[src/rtl/dbuf_cfg_pkg.sv]
package dbuf_cfg_pkg;
  function automatic int unsigned idx_bits(input int unsigned n);
    return (n <= 1) ? 1 : $clog2(n);
  endfunction
endpackage

[src/rtl/dbuf_stage_bank.sv]
module dbuf_stage_bank #(
  parameter int unsigned NUM_REGS = 8,
  parameter int unsigned DATA_W   = 32,
  parameter int unsigned ADDR_W   = 3,
  parameter logic [DATA_W-1:0] RST_SEED = '0
) (
  input  logic                         clk,
  input  logic                         rst_n,
  input  logic                         wr_en,
  input  logic [ADDR_W-1:0]            wr_addr,
  input  logic [DATA_W-1:0]            wr_data,
  output logic [NUM_REGS*DATA_W-1:0]   stage_q
);
  for (genvar i = 0; i < NUM_REGS; i++) begin : g_word
    logic hit;
    assign hit = wr_en && (wr_addr == ADDR_W'(i));
    always_ff @(posedge clk) begin
      if (!rst_n)
        stage_q[i*DATA_W +: DATA_W] <= RST_SEED ^ DATA_W'(i);
      else if (hit)
        stage_q[i*DATA_W +: DATA_W] <= wr_data;
    end
  end
endmodule

[src/rtl/dbuf_live_bank.sv]
module dbuf_live_bank #(
  parameter int unsigned NUM_REGS = 8,
  parameter int unsigned DATA_W   = 32,
  parameter logic [DATA_W-1:0] RST_SEED = '0
) (
  input  logic                        clk,
  input  logic                        rst_n,
  input  logic                        load,
  input  logic [NUM_REGS*DATA_W-1:0]  stage_q,
  output logic [NUM_REGS*DATA_W-1:0]  live_q
);
  for (genvar i = 0; i < NUM_REGS; i++) begin : g_word
    always_ff @(posedge clk) begin
      if (!rst_n)
        live_q[i*DATA_W +: DATA_W] <= RST_SEED ^ DATA_W'(i);
      else if (load)
        live_q[i*DATA_W +: DATA_W] <= stage_q[i*DATA_W +: DATA_W];
    end
  end
endmodule

[src/rtl/dbuf_commit_ctrl.sv]
module dbuf_commit_ctrl (
  input  logic clk,
  input  logic rst_n,
  input  logic wr_en,
  input  logic upd_strobe,
  input  logic upd_lock,
  output logic commit,
  output logic pend_q
);
  assign commit = upd_strobe && !upd_lock;

  always_ff @(posedge clk) begin
    if (!rst_n)
      pend_q <= 1'b0;
    else if (wr_en)
      pend_q <= 1'b1;
    else if (commit)
      pend_q <= 1'b0;
  end
endmodule

[src/rtl/dbuf_cfg_bank.sv]
module dbuf_cfg_bank
  import dbuf_cfg_pkg::*;
#(
  parameter int unsigned NUM_REGS = 8,
  parameter int unsigned DATA_W   = 32,
  parameter logic [DATA_W-1:0] RST_SEED = 32'hA5A5_0000,
  localparam int unsigned ADDR_W  = idx_bits(NUM_REGS),
  localparam int unsigned FLAT_W  = NUM_REGS * DATA_W
) (
  input  logic              clk,
  input  logic              rst_n,
  input  logic              wr_en,
  input  logic [ADDR_W-1:0] wr_addr,
  input  logic [DATA_W-1:0] wr_data,
  input  logic              upd_strobe,
  input  logic              upd_lock,
  output logic [FLAT_W-1:0] act_cfg,
  output logic              pend_flag
);
  logic [FLAT_W-1:0] stage_q;
  logic              commit;

  dbuf_stage_bank #(
    .NUM_REGS(NUM_REGS), .DATA_W(DATA_W), .ADDR_W(ADDR_W), .RST_SEED(RST_SEED)
  ) u_stage (
    .clk(clk), .rst_n(rst_n), .wr_en(wr_en), .wr_addr(wr_addr),
    .wr_data(wr_data), .stage_q(stage_q)
  );

  dbuf_commit_ctrl u_ctrl (
    .clk(clk), .rst_n(rst_n), .wr_en(wr_en), .upd_strobe(upd_strobe),
    .upd_lock(upd_lock), .commit(commit), .pend_q(pend_flag)
  );

  dbuf_live_bank #(
    .NUM_REGS(NUM_REGS), .DATA_W(DATA_W), .RST_SEED(RST_SEED)
  ) u_live (
    .clk(clk), .rst_n(rst_n), .load(commit), .stage_q(stage_q), .live_q(act_cfg)
  );
endmodule

[config.mk]
export PLATFORM = sky130hd
export DESIGN_NAME = dbuf_cfg_bank
export DESIGN_NICKNAME = d
export VERILOG_FILES = /design/src/rtl/dbuf_cfg_pkg.sv /design/src/rtl/dbuf_stage_bank.sv /design/src/rtl/dbuf_live_bank.sv /design/src/rtl/dbuf_commit_ctrl.sv /design/src/rtl/dbuf_cfg_bank.sv
export SDC_FILE = /design/constraint.sdc
export NUM_CORES = 1
export LEC_CHECK = 0
export CAP_MARGIN = 20
export CORE_AREA = 5 5 195 197
export DETAILED_ROUTE_END_ITERATION = 6
export DIE_AREA = 0 0 200 202
export GPL_TIMING_DRIVEN = 0
export HOLD_SLACK_MARGIN = 0.1
export PLACE_DENSITY_LB_ADDON = 0.2
export SYNTH_ARGS = -nofsm -noshare
export SYNTH_HDL_FRONTEND = slang
export SYNTH_HIERARCHICAL = 1
export SYNTH_SLANG_ARGS = --single-unit
[constraint.sdc]
create_clock -name clk -period 2.1 [get_ports clk]
set_input_delay 0.525 -clock clk [delete_from_list [all_inputs] [get_ports clk]]
set_output_delay 0.525 -clock clk [all_outputs]
set_load 0.03 [all_outputs]
# Word-level counts from Yosys, hierarchy flattened
# Cells that the tools add are included.
# word_totals
mem_bits_rw,0
romBits,0
mem_count,0
input_bits,40
latch_bits,0
register_bits,513
# classes
n_div,0
eq_ne,7
bitwise,0
add_sub_neg,0
muxes,2
n_shift,0
reduce_logical,12
order_cmp,0
multipliers,0
# op_table
operator,count
3-bit equality test (second input constant),4
1-bit logical AND,9
3-bit by 2-bit equality test with 1-bit output (second input constant),2
3-bit by 1-bit equality test with 1-bit output (second input constant),1
3-bit zero test,1
1-bit 2-to-1 mux,2
2-bit nonzero test,1
1-bit zero test,1

# Depth between registers and ports, before layout
# depth
word_depth,4
depth_mapped,6

# Cells and area by module
# Netlist, hierarchy kept.
# by_module_without_submodules
module,cells_each,seq_area_each_um2,n_inst,area_per_inst_um2
dbuf_live_bank,825,5124.9,1,9691.8
dbuf_stage_bank,884,5124.9,1,9422.8
dbuf_commit_ctrl,5,20.0,1,50.0

# Least setup slack after synthesis
# No wires, ideal clock.
# synth_path
path_type,input to register
start,input port wr_addr[0]
end,register u_stage.stage_q[21]
n_path_buf,3
stages,5
t_arrival_ns,1.565
required_time_ns,1.971
setup_slack_ns,0.406
cell_sequence,buf_2 -> or4b_4 -> buf_6 -> buf_8 -> mux2i_1
# synth_via
elab_chain_cells,2
# synth_rtl
element,line_no,text
start: declaration,dbuf_cfg_bank.sv:13,"input logic [ADDR_W-1:0] wr_addr,"
3-bit zero test,dbuf_stage_bank.sv:16,assign hit = wr_en && (wr_addr == ADDR_W'(i));
1-bit logical AND,dbuf_stage_bank.sv:16,
end signal: indexed assignment,dbuf_stage_bank.sv:19,stage_q[i*DATA_W +: DATA_W] <= RST_SEED ^ DATA_W'(i);
end signal: indexed assignment,dbuf_stage_bank.sv:21,stage_q[i*DATA_W +: DATA_W] <= wr_data;
end: declaration,dbuf_stage_bank.sv:12,output logic [NUM_REGS*DATA_W-1:0] stage_q
# No other way between the ends.
# A chain may end at the register's enable or synchronous reset.

# Worst setup path after layout
# layout_path
start,register u_live.live_q[65]
end,output port act_cfg[65]
# layout_rtl
element,line_no,text
start: declaration,dbuf_live_bank.sv:10,output logic [NUM_REGS*DATA_W-1:0] live_q
start signal: indexed assignment,dbuf_live_bank.sv:15,live_q[i*DATA_W +: DATA_W] <= RST_SEED ^ DATA_W'(i);
start signal: indexed assignment,dbuf_live_bank.sv:17,live_q[i*DATA_W +: DATA_W] <= stage_q[i*DATA_W +: DATA_W];
end: declaration,dbuf_cfg_bank.sv:17,"output logic [FLAT_W-1:0] act_cfg,"
# No word-level cell between the ends.

==> out/metrics.yaml <==
outcome:
  status: "finished clean"
yosys:
  syn_area_sq_um: 19200
  avgSynthCellArea_sq_um: 11.2
  synth_warnings: 6
  netlist_top_cells_area: "dfxtp_1 (54%), mux2i_1 (27%), nor2b_1 (8.7%)"
  yosysTopAreaCellShare_pct: 53.6
  yosysSeqAreaShare_pct: 53.6
  synth_top_area_cell: "dfxtp_1"
  synth.distinct_cells: 19
  postSynthCellCount: 1714
  ys_ff_latch: 513
  synth_nets: 1754
critical_path:
  r2r_cells: 2
  worstSetupEndpointType: "output pin"
  slowest_stage: "dlygate4sd2_1"
  crit_start: "u_live/live_q[65]"
  critPathLaunchType: "flop"
  worstPathMaxFanout: 2
  worst-path-buf-inv: 1
  r2r-end: "u_stage/stage_q[64]"
  path_delay_family: "buffers and inverters"
  max_stage_delay_ns: 0.43
  path_class: "flop to output pin"
  arrival_ns: 1.40
  crit-reg2reg-launch: "u_stage/stage_q[64]"
  ff2ff_setup_slack_ns: 1.34
  crit_chain: "dlygate4sd2_1"
  required_ns: 1.57
placed_design:
  io_buffers: 293
  dp_slack_ns: -1.22
  gp_congestion: 0.803
  hpwl_mm: 38.1
  dp.cells: 2475
power_and_ir_drop:
  power_density_nw_per_um2: 840
  p_leak_nw: 10.8
  swShare_pct: 22.2
  comb_power_share_pct: 6.4
  p_sw_mw: 4.51
  ir_drop_uv: 805
  seq_power_share_pct: 49.1
  clkPwrFrac_pct: 44.5
  total_power_mw: 20.3
  internal-power_mw: 15.8
route:
  drc: 0
  firstDrtPassIters: 5
  via_per_inst: 5.16
  drtIter0Drc: 641
  postRouteAntennaNets: 0
  num_vias: 13247
  wl_per_cell_um: 20.7
  wl_mm: 53.2
grt:
  grt_use_total_pct: 25.7
  first_global_vias: 13279
  grt_pass1_wl_mm: 80.0
  grt_max_degree: 15
  grt_overflow: 0
  antenna_found_initial: 10
clocking:
  path_clk_slew_ns: 0.06
  cts-root-buf: "clkbuf_16"
  clock_sinks: 513
  worstSkewPairLatency_ns: 0.58
  htreeDepth: 2
  cts-buffers-inserted: 50
  cts_buffer_depth: 3
  cts_setup_buffers: 0
  tritoncts: "built"
timing:
  setup_viol: 0
  worst_slack_ns: 0.171
  tightest_slew_ns: 0.702
  fin_crit_sh_pct: 91.8
  min_period_ns: 1.93
  skew_ns: 0.0140
  rsz0062_at_grt: "no"
  slew_headroom_pct: 53.2
  fin_setup_tns_ns: 0
  drv_slew: 0
  max_freq_mhz: 518
  hold_viol: 0
hold_path:
  holdPathEnd: "u_ctrl/pend_q"
  whs_path_depth: 3
  hp-class: "input pin to flop"
  hp-start: "rst_n"
finish:
  drive_gt1_share_pct: 8.44
  layout_commonest_cell: "dfxtp_1"
  fillers: 2915
  fin_cells: 2567
  nets: 2099
  final_cell_mix: "dfxtp_1 (513), mux2i_1 (512), nor2b_1 (266)"
  syn2layout_area_growth_pct: 25.9
floorplan:
  die_x_um: 200
  num_io_pins: 297
  die-area_sq_um: 40400
  rows: 70
  die_y_um: 202
  initial_core_util_pct: 53.1
  core_area_sq_um: 36100
flow_run:
  cap_viol_max_count: 0
[cells in the mapped netlist, drive strengths merged]
| master | count |
|---|---|
| buf | 76 |
| clkbuf | 53 |
| dfxtp | 513 |
| mux2i | 512 |
| nand2 | 282 |
| nand4 | 1 |
| nand4b | 3 |
| nand4bb | 2 |
| nor2b | 268 |
| nor4b | 1 |
| nor4bb | 1 |
| o21ai | 1 |
| or4b | 1 |
[flip-flops by register name, indices dropped and copies added (netlist names)]
register and count:
u_live/live_q 256, u_stage/stage_q 256, u_ctrl/pend_q 1
[through the flow]
step | hold slack (ns) | area [sq um] | util, %
after global placement | 0.442 | 22700 | 62.9
after detailed placement | 0.447 | 22700 | 62.9
after CTS | 0.413 | 24100 | 66.9
final | 0.410 | 24100 | 66.9
after floorplan | 0.434 | 19200 | -
after global routing | 0.409 | 24100 | 66.9
[how the worst max path moves through the flow]
stage                          end  slack [ns]  cells past startpoint
2_1_floorplan  u_stage/stage_q[21]        0.41                      5
3_3_place_gp   u_stage/stage_q[57]       -1.14                      6
3_5_place_dp   u_stage/stage_q[27]       -1.22                      6
4_1_cts        u_stage/stage_q[59]        0.02                      6
5_1_grt        u_stage/stage_q[43]        0.09                      6
6_report               act_cfg[65]        0.17                      1
[what timing repair did]
| item | in CTS | in global routing |
|---|---|---|
| gates resized for setup | 290 | 5 |
| hold endpoints to repair | 0 | 0 |
| gates cloned | 0 | 0 |
| hold buffers | 0 | 0 |
| setup endpoints to repair | 511 | 129 |
[per-layer routing]
metal  global-route usage [%]  share of wire (%)  up-vias
li1                         -                  -     6388
met1                     33.8                 43     6339
met2                     41.9                 47      386
met3                     6.15                6.6      118
met4                     8.25                3.2       16
met5                        0               0.21        -
[power by group through the flow]
stage | registers [mW] | logic [mW] | clock network [mW]
6_report | 9.96 | 1.29 | 9.04
5_1_grt | 9.97 | 1.35 | 9.65
4_1_cts | 9.96 | 1.29 | 9.19
3_5_place_dp | 10.2 | 1.29 | 0
3_3_place_gp | 10.2 | 1.27 | 0
2_1_floorplan | 10.2 | 0.780 | 0
[final cells by class]
class / count / area [sq um] / area share (%)
multi-input cells: 1072 / 8020 / 33.2
clock inverters: 12 / 116 / 0.482
clock buffers: 78 / 1570 / 6.51
well taps: 468 / 586 / 2.43
plain buffers: 129 / 952 / 3.94
repair buffers: 293 / 2610 / 10.8
diodes: 2 / 5.00 / 0.0207
flip-flops and latches: 513 / 10300 / 42.5
[logic make-up after synthesis]
family,synth area share (%)
mux,26.7
flops,53.6
compound gates,0.0457
simple gates,14.8
buf+inv,4.86
Power figures use the tool's default switching activity.
